[src/rtl/i2c_clr_pkg.sv]
package i2c_clr_pkg;
  typedef enum logic [1:0] {PG_IDLE, PG_LOW, PG_HIGH} pg_state_t;
  typedef enum logic [1:0] {RC_IDLE, RC_CHECK, RC_WAIT, RC_RST} rc_state_t;

  localparam int CTRL_EN   = 0;
  localparam int CTRL_ERST = 1;
  localparam int CTRL_REQ  = 2;
  localparam int CTRL_SCLM = 3;
  localparam int CTRL_SDAM = 4;
  localparam int STAT_ARB  = 0;
endpackage

[src/rtl/i2c_clr_sync.sv]
module i2c_clr_sync #(
  parameter int W      = 2,
  parameter int STAGES = 2
) (
  input  logic         clk,
  input  logic         rst,
  input  logic [W-1:0] d,
  output logic [W-1:0] q
);
  genvar gi;
  generate
    for (gi = 0; gi < W; gi++) begin : g_bit
      logic [STAGES-1:0] chain;
      always_ff @(posedge clk) begin
        if (rst) chain <= '1;
        else     chain <= {chain[STAGES-2:0], d[gi]};
      end
      assign q[gi] = chain[STAGES-1];
    end
  endgenerate
endmodule

[src/rtl/i2c_clr_pulse.sv]
module i2c_clr_pulse
  import i2c_clr_pkg::*;
#(
  parameter int HALF_CYC = 4,
  localparam int CW = $clog2(HALF_CYC + 1)
) (
  input  logic clk,
  input  logic rst,
  input  logic start,
  output logic busy,
  output logic scl_oe,
  output logic last_high,
  output logic done
);
  pg_state_t     state;
  logic [CW-1:0] cnt;

  assign busy      = (state != PG_IDLE);
  assign last_high = (state == PG_HIGH) && (cnt == '0);

  always_ff @(posedge clk) begin
    if (rst) begin
      state  <= PG_IDLE;
      cnt    <= '0;
      scl_oe <= 1'b0;
      done   <= 1'b0;
    end else begin
      done <= 1'b0;
      case (state)
        PG_IDLE: if (start) begin
          state  <= PG_LOW;
          cnt    <= CW'(HALF_CYC - 1);
          scl_oe <= 1'b1;
        end
        PG_LOW: if (cnt == '0) begin
          state  <= PG_HIGH;
          cnt    <= CW'(HALF_CYC - 1);
          scl_oe <= 1'b0;
        end else begin
          cnt <= cnt - 1'b1;
        end
        PG_HIGH: if (cnt == '0) begin
          state <= PG_IDLE;
          done  <= 1'b1;
        end else begin
          cnt <= cnt - 1'b1;
        end
        default: state <= PG_IDLE;
      endcase
    end
  end
endmodule

[src/rtl/i2c_clr_seq.sv]
module i2c_clr_seq
  import i2c_clr_pkg::*;
#(
  parameter int MAX_PULSES = 9,
  localparam int NW = $clog2(MAX_PULSES + 1)
) (
  input  logic clk,
  input  logic rst,
  input  logic go,
  input  logic enable,
  input  logic sda_hi,
  input  logic pulse_busy,
  input  logic pulse_done,
  output logic pulse_req,
  output logic stat_clr,
  output logic rst_pulse,
  output logic busy,
  output logic ok,
  output logic fail
);
  rc_state_t     state;
  logic [NW-1:0] n_sent;

  assign busy = (state != RC_IDLE);

  always_ff @(posedge clk) begin
    if (rst) begin
      state     <= RC_IDLE;
      n_sent    <= '0;
      pulse_req <= 1'b0;
      stat_clr  <= 1'b0;
      rst_pulse <= 1'b0;
      ok        <= 1'b0;
      fail      <= 1'b0;
    end else begin
      pulse_req <= 1'b0;
      stat_clr  <= 1'b0;
      case (state)
        RC_IDLE: if (go && enable && !pulse_busy) begin
          n_sent <= '0;
          ok     <= 1'b0;
          fail   <= 1'b0;
          state  <= RC_CHECK;
        end
        RC_CHECK: begin
          if (sda_hi) begin
            ok        <= 1'b1;
            rst_pulse <= 1'b1;
            state     <= RC_RST;
          end else if (n_sent == NW'(MAX_PULSES)) begin
            fail  <= 1'b1;
            state <= RC_IDLE;
          end else begin
            pulse_req <= 1'b1;
            n_sent    <= n_sent + 1'b1;
            state     <= RC_WAIT;
          end
        end
        RC_WAIT: if (pulse_done) begin
          stat_clr <= 1'b1;
          state    <= RC_CHECK;
        end
        RC_RST: begin
          rst_pulse <= 1'b0;
          state     <= RC_IDLE;
        end
        default: state <= RC_IDLE;
      endcase
    end
  end
endmodule

[src/rtl/i2c_bus_clear.sv]
module i2c_bus_clear
  import i2c_clr_pkg::*;
#(
  parameter int HALF_CYC    = 4,
  parameter int MAX_PULSES  = 9,
  parameter int SYNC_STAGES = 2,
  parameter int REG_W       = 8
) (
  input  logic             clk,
  input  logic             rst,
  input  logic             ctrl_we,
  input  logic [REG_W-1:0] ctrl_wdata,
  input  logic             stat_we,
  input  logic [REG_W-1:0] stat_wdata,
  input  logic             recover_go,
  input  logic             scl_in,
  input  logic             sda_in,
  output logic             scl_oe,
  output logic             eng_rst,
  output logic [REG_W-1:0] ctrl_rdata,
  output logic [REG_W-1:0] stat_rdata,
  output logic             rec_busy,
  output logic             rec_ok,
  output logic             rec_fail
);
  logic [1:0] line_s;
  logic       scl_s, sda_s;
  logic       en_q, erst_q, req_q, arb_q, eng_rst_q;
  logic       pg_busy, pg_last, pulse_done, pg_start;
  logic       seq_req, seq_clr, seq_rst, seq_go, manual_start;

  i2c_clr_sync #(.W(2), .STAGES(SYNC_STAGES)) u_sync (
    .clk(clk), .rst(rst), .d({sda_in, scl_in}), .q(line_s)
  );
  assign scl_s = line_s[0];
  assign sda_s = line_s[1];

  assign manual_start = ctrl_we && ctrl_wdata[CTRL_REQ] && ctrl_wdata[CTRL_EN]
                        && !pg_busy && !rec_busy && !req_q && !seq_req;
  assign seq_go   = recover_go && !req_q && !manual_start;
  assign pg_start = manual_start || seq_req;

  i2c_clr_pulse #(.HALF_CYC(HALF_CYC)) u_pulse (
    .clk(clk), .rst(rst), .start(pg_start), .busy(pg_busy),
    .scl_oe(scl_oe), .last_high(pg_last), .done(pulse_done)
  );

  i2c_clr_seq #(.MAX_PULSES(MAX_PULSES)) u_seq (
    .clk(clk), .rst(rst), .go(seq_go), .enable(en_q), .sda_hi(sda_s),
    .pulse_busy(pg_busy), .pulse_done(pulse_done), .pulse_req(seq_req),
    .stat_clr(seq_clr), .rst_pulse(seq_rst), .busy(rec_busy),
    .ok(rec_ok), .fail(rec_fail)
  );

  always_ff @(posedge clk) begin
    if (rst) begin
      en_q      <= 1'b0;
      erst_q    <= 1'b0;
      req_q     <= 1'b0;
      arb_q     <= 1'b0;
      eng_rst_q <= 1'b0;
    end else begin
      if (ctrl_we) begin
        en_q   <= ctrl_wdata[CTRL_EN];
        erst_q <= ctrl_wdata[CTRL_ERST];
      end
      if (manual_start)    req_q <= 1'b1;
      else if (pulse_done) req_q <= 1'b0;

      if (pg_last && !sda_s)                   arb_q <= 1'b1;
      else if (seq_clr)                        arb_q <= 1'b0;
      else if (stat_we && !stat_wdata[STAT_ARB]) arb_q <= 1'b0;

      eng_rst_q <= erst_q | seq_rst;
    end
  end

  assign eng_rst = eng_rst_q;

  always_comb begin
    ctrl_rdata            = '0;
    ctrl_rdata[CTRL_EN]   = en_q;
    ctrl_rdata[CTRL_ERST] = erst_q;
    ctrl_rdata[CTRL_REQ]  = req_q;
    ctrl_rdata[CTRL_SCLM] = scl_s;
    ctrl_rdata[CTRL_SDAM] = sda_s;
    stat_rdata            = '0;
    stat_rdata[STAT_ARB]  = arb_q;
  end
endmodule

[config.mk]
export PLATFORM = sky130hd
export DESIGN_NAME = i2c_bus_clear
export DESIGN_NICKNAME = d
export VERILOG_FILES = /design/src/rtl/i2c_clr_pkg.sv /design/src/rtl/i2c_clr_sync.sv /design/src/rtl/i2c_clr_pulse.sv /design/src/rtl/i2c_clr_seq.sv /design/src/rtl/i2c_bus_clear.sv
export SDC_FILE = /design/constraint.sdc
export NUM_CORES = 1
export LEC_CHECK = 0
export BUFFER_PORTS_ARGS = -buffer_cell sky130_fd_sc_hd__buf_2
export CAP_MARGIN = 20
export CORE_MARGIN = 10
export CORE_UTILIZATION = 40
export DETAILED_ROUTE_END_ITERATION = 8
export GPL_ROUTABILITY_DRIVEN = 0
export PLACE_DENSITY = 0.73
export SKIP_CTS_REPAIR_TIMING = 1
export SLEW_MARGIN = 15
export SYNTH_ARGS = -nofsm -noshare
export SYNTH_HDL_FRONTEND = slang
export SYNTH_SLANG_ARGS = --single-unit
[constraint.sdc]
create_clock -name clk -period 1.8 [get_ports clk]
set_input_delay 0.54 -clock clk [delete_from_list [all_inputs] [get_ports clk]]
set_output_delay 0.54 -clock clk [all_outputs]
set_load 0.005 [all_outputs]
# After elaboration in Yosys (flattened, before gate mapping)
# Cells that the tools add are included.
# classes
addsub	2
eq_ne	16
n_mux	35
bitwise	4
reduce_logical	43
# op_table
op	n
$mux W1	14
$mux W2	7
$ne A2 B2 Y1 const B	7
$logic_and A1 B1 Y1	13
$mux W4	3
$reduce_and A3 Y1	4
$reduce_bool A2 Y1	6
$mux W3	3
$pmux W3 S3	1
$pmux W1 S2	4
$pmux W2 S4	1
$pmux W4 S2	1
$reduce_and A4 Y1	2
$logic_not A1 Y1	7
$eq A2 B2 Y1 const B	3
$ne A2 B1 Y1 const B	3
$pmux W2 S3	1
$reduce_bool A3 Y1	2
$add A4 B1 Y4 const B	1
$eq A2 B1 Y1 const B	2
$eq A4 B4 Y1 const B	1
$logic_not A2 Y1	2
$reduce_and A2 Y1	2
$reduce_or A2 Y1	2
6 further kinds	8
# totals
reg_bits	27
in_bits	23
out_inout_bits	21
wordCells	118

# Longest topological paths before layout
# depth
depth_word	12
mapped_depth	6

# By module
# From an unflattened synthesis, not the netlist that was laid out.
# unflattened
cells_unflattened	157
hier_area_um2	1440.1
# by_module_without_submodules
mod	instances	cells_each	area_per_inst_um2	seq_area_each_um2
i2c_clr_seq	1	59	544.3	220.2
i2c_clr_pulse	1	52	452.9	140.1
i2c_bus_clear	1	36	322.8	100.1
i2c_clr_sync	1	10	120.1	80.1

# Least setup slack after synthesis
# Ideal clock, no wire load.
# synth_timing
path_kind	reg-to-reg
startpoint	reg u_pulse.state[1]
endpoint	reg u_seq.n_sent[1]
setup_time_ps	121
arrival_ps	1418
setup_slack_ps	261
stages_incl_launch_ff	7
n_path_buf	0
period_less_slack_ps	1539
path_cell_list	dfxtp_1 > inv_1 > ha_1 > nand4b_1 > a2bb2oi_1 > nor2_1 > mux2_2
# synth_via
elab_chain_cells	12
# synth_rtl
element	line	source
from (decl)	i2c_clr_pulse.sv:15	pg_state_t state;
from (signal assigned)	i2c_clr_pulse.sv:23	state <= PG_IDLE;
from (signal assigned)	i2c_clr_pulse.sv:31	state <= PG_LOW;
from (signal assigned)	i2c_clr_pulse.sv:36	state <= PG_HIGH;
$reduce_bool A2 Y1 *	i2c_clr_pulse.sv:18	assign busy = (state != PG_IDLE);
$logic_not A1 Y1 *	i2c_clr_seq.sv:39, i2c_bus_clear.sv:39	
$logic_and A1 B1 Y1 (4 in a row)	i2c_bus_clear.sv:39	&& !pg_busy && !rec_busy && !req_q && !seq_req;
$logic_not A1 Y1	i2c_bus_clear.sv:40	assign seq_go = recover_go && !req_q && !manual_start;
$logic_and A1 B1 Y1	i2c_bus_clear.sv:40	
$logic_and A1 B1 Y1	i2c_clr_seq.sv:39	RC_IDLE: if (go && enable && !pulse_busy) begin
$logic_and A1 B1 Y1 *	i2c_clr_seq.sv:39	
$ne A2 B1 Y1 (no source line) *	--	
$reduce_and A4 Y1 (no source line) *	--	
to (signal assigned)	i2c_clr_seq.sv:55	n_sent <= n_sent + 1'b1;
to (decl)	i2c_clr_seq.sv:22	logic [NW-1:0] n_sent;
# Every way passes the cells marked *; elsewhere a longest branch is shown, timed or not.
# A chain may end at the register's enable or synchronous reset.

# Worst setup path in the final report
# layout_timing
startpoint	reg u_seq.state[0]
endpoint	out rec_busy
# layout_via
elab_chain_cells	1
# layout_rtl
element	line	source
from (decl)	i2c_clr_seq.sv:21	rc_state_t state;
from (signal assigned)	i2c_clr_seq.sv:28	state <= RC_IDLE;
from (signal assigned)	i2c_clr_seq.sv:43	state <= RC_CHECK;
from (signal assigned)	i2c_clr_seq.sv:49	state <= RC_RST;
$reduce_bool A2 Y1	i2c_clr_seq.sv:24	assign busy = (state != RC_IDLE);
to (decl)	i2c_bus_clear.sv:22	output logic rec_busy,
# Every way passes these cells.

==> out/qor.txt <==
run status: complete, no violations
Post-Synthesis Cells: 160
DIE AREA: 6330 um^2
Initial Util: 0.419
GR Util All Layers: 0.0921
ant diodes: 0
Power Density: 1090 nW/um^2
type of the tightest min-delay check: input pin to flip-flop
# clock sinks: 27
clk_skew: 0.00872 ns
Final Hold Fails: 0
CTS tree: done
Die Height: 79.6 um
critical path required time: 1.26 ns
Area Growth Syn to Fin: 13.2%
area of the multi-input gates: 749 um^2
hpwl dp: 2.24 mm
Critical Path Fanout Max: 5
initial detailed-routing violation count: 71
Placeable Area: 3390 um^2
minimum clock period: 1.75 ns
max_cap viols: 0
Fmax: 572 MHz
CTS clock-pin slew for the worst setup and hold paths: 0.15 ns
maximum vdd drop: 0.000643 V
gr ovfl total: 0
Skew-Pair Late Insertion Delay: 0.33 ns
total I/O pin count: 44
register area: 544 um^2
Inst Count DP: 225
routed len/inst: 12.5 um
post-route ant nets: 0
Worst EP arrival: 1.21 ns
die span in x: 79.6 um
CP Class: flip-flop to output port
setup tns final: 0 ns
initial antenna violation count: 0
Seq/Total Area, Yosys: 0.381
TritonRoute pass-1 iters: 4
DR vias/cell: 4.91
RSZ-0062 raised after global routing: false
Slew Viols, Final: 0
Post-route DRC: 0
period utilization: 0.971
CP endpoint kind: output port
layout cell share with drive strength beyond 1: 0.270
LEAKAGE: 0.704 nW
final setup margin: 0.0516 ns
Bufs on Longest Clock Path: 2
# fillers: 335
num rows: 21
count of input and output buffers: 21
CTS H-Tree Depth: 1
synth unique cells: 43
TritonCTS Buffers: 3
final setup violating endpoints: 0
Post-Route WL: 2.90 mm
Place WS: 0.0987 ns
yosys warns: 0
fin util: 0.474
DR vias: 1135
Power Total: 1.75 mW
synthesized area per cell: 8.87 um^2
final std cells w/o fill: 231
CTS Root Cell: clkbuf_4
first-pass GRT wire length: 4.86 mm
synthesized cell area: 1420 um^2
register bit total from synthesis: 27
vias in the first global route: 1106
largest net degree at the start of global routing: 16
startpoint type of the worst setup path: flip-flop
Layout Nets: 218
cells by family after synthesis:
| group | synth area share |
|---|---|
| buffers and inverters | 0.123 |
| adders and majority gates | 0.0794 |
| other | 0.00264 |
| AOI/OAI and AO/OA | 0.219 |
| DFF | 0.381 |
| and+or+nand+nor | 0.174 |
| muxes | 0.0220 |
sequential cells by signal, indices dropped and copies added, names as in the netlist:
| register | cells |
|---|---|
| arb_q | 1 |
| en_q | 1 |
| eng_rst | 1 |
| erst_q | 1 |
| req_q | 1 |
| u_pulse.cnt | 3 |
| u_pulse.done | 1 |
| u_pulse.scl_oe | 1 |
| u_pulse.state | 2 |
| u_seq.fail | 1 |
| u_seq.n_sent | 4 |
| u_seq.ok | 1 |
| u_seq.pulse_req | 1 |
| u_seq.rst_pulse | 1 |
| u_seq.stat_clr | 1 |
| u_seq.state | 2 |
| u_sync.g_bit.chain | 4 |
worst max-delay path: stages, from the launching register on:
cell and delay, ns:
dfxtp_4 0.39, buf_4 0.14, or2_4 0.23, buf_6 0.12
layout by cell type, fill, tap and decap left out, types with 2 or more instances in the layout:
cell type | Yosys | final
o21ai_0 | 7 | 7
o211a_1 | 2 | 2
o21a_1 | 2 | 2
clkbuf_4 | 0 | 3
a211oi_1 | 2 | 2
nand2_1 | 7 | 7
inv_1 | 11 | 11
dfxtp_1 | 27 | 26
and3_1 | 2 | 2
nor2b_2 | 0 | 2
a2bb2oi_1 | 2 | 2
o211ai_1 | 3 | 3
nand3_1 | 3 | 3
mux2i_1 | 2 | 2
or2_2 | 5 | 4
buf_2 | 1 | 20
a311oi_1 | 3 | 3
a21oi_1 | 10 | 9
ha_1 | 9 | 9
buf_4 | 16 | 10
nand3b_1 | 2 | 2
conb_1 | 1 | 10
nor2_1 | 18 | 18
stage by stage:
step / hold slack, ns / cell area (um^2)
6_report: 0.383 / 1610
5_1_grt: 0.364 / 1610
4_1_cts: 0.370 / 1570
3_5_place_dp: 0.397 / 1540
3_3_place_gp: 0.392 / 1540
2_1_floorplan: 0.389 / 1450
area by class of cell:
cell class	instances	share of cell area
inverter	11	0.0257
clock buffer	3	0.0140
timing repair buffer	31	0.116
tap	46	0.0358
sequential	27	0.339
multi-input combinational	112	0.467
clock inverter	1	0.00312
final timing paths:
kind	from	endpoint	slack, ns	depth (start not counted)
setup reg to reg	u_pulse.state[1]	u_seq.n_sent[1]	0.14	6
hold / removal	sda_in	u_sync.g_bit[1].chain[0]	0.38	2
hold reg to reg	u_sync.g_bit[0].chain[0]	u_sync.g_bit[0].chain[1]	0.43	1
setup / recovery	u_seq.state[0]	rec_busy	0.05	3
power breakdown:
part           internal (mW)  switching (mW)  total, mW
clock                 0.0835           0.182      0.265
sequential             0.680          0.0635      0.743
combinational          0.338           0.407      0.744
total                   1.10           0.652       1.75
synthesized netlist by cell type, drive strengths merged:
| master | number | area (um^2) |
|---|---|---|
| dfxtp | 27 | 541 |
| nor2 | 18 | 67.6 |
| buf | 17 | 125 |
| inv | 11 | 41.3 |
| a21oi | 10 | 50.1 |
| ha | 9 | 113 |
| o21ai | 8 | 51.3 |
| nand2 | 7 | 26.3 |
| or2 | 5 | 31.3 |
| a311oi | 3 | 26.3 |
| nand3 | 3 | 15.0 |
| nor2b | 3 | 18.8 |
| o211ai | 3 | 22.5 |
| a211oi | 2 | 15.0 |
| a2bb2oi | 2 | 17.5 |
| and3 | 2 | 12.5 |
| clkbuf | 2 | 7.51 |
| mux2i | 2 | 20.0 |
| nand3b | 2 | 15.0 |
| o211a | 2 | 20.0 |
| o21a | 2 | 15.0 |
| or3 | 2 | 17.5 |
| a2111oi | 1 | 15.0 |
| a22oi | 1 | 7.51 |
| a31o | 1 | 8.76 |
| a31oi | 1 | 6.26 |
| a32o | 1 | 10.0 |
| a41oi | 1 | 8.76 |
| and3b | 1 | 8.76 |
| conb | 1 | 3.75 |
| mux2 | 1 | 11.3 |
| nand2b | 1 | 6.26 |
| nand4b | 1 | 8.76 |
| nor3 | 1 | 5.00 |
| nor3b | 1 | 7.51 |
| nor4 | 1 | 6.26 |
| o221a | 1 | 11.3 |
| o221ai | 1 | 8.76 |
| o31a | 1 | 8.76 |
| o31ai | 1 | 7.51 |
per-layer routing:
metal  global-route usage  part of all wire
met1                0.103              0.46
met2                0.156              0.46
met3               0.0372             0.069
met4               0.0269             0.011
met5                    0                 0
Power figures use the tool's default switching activity.
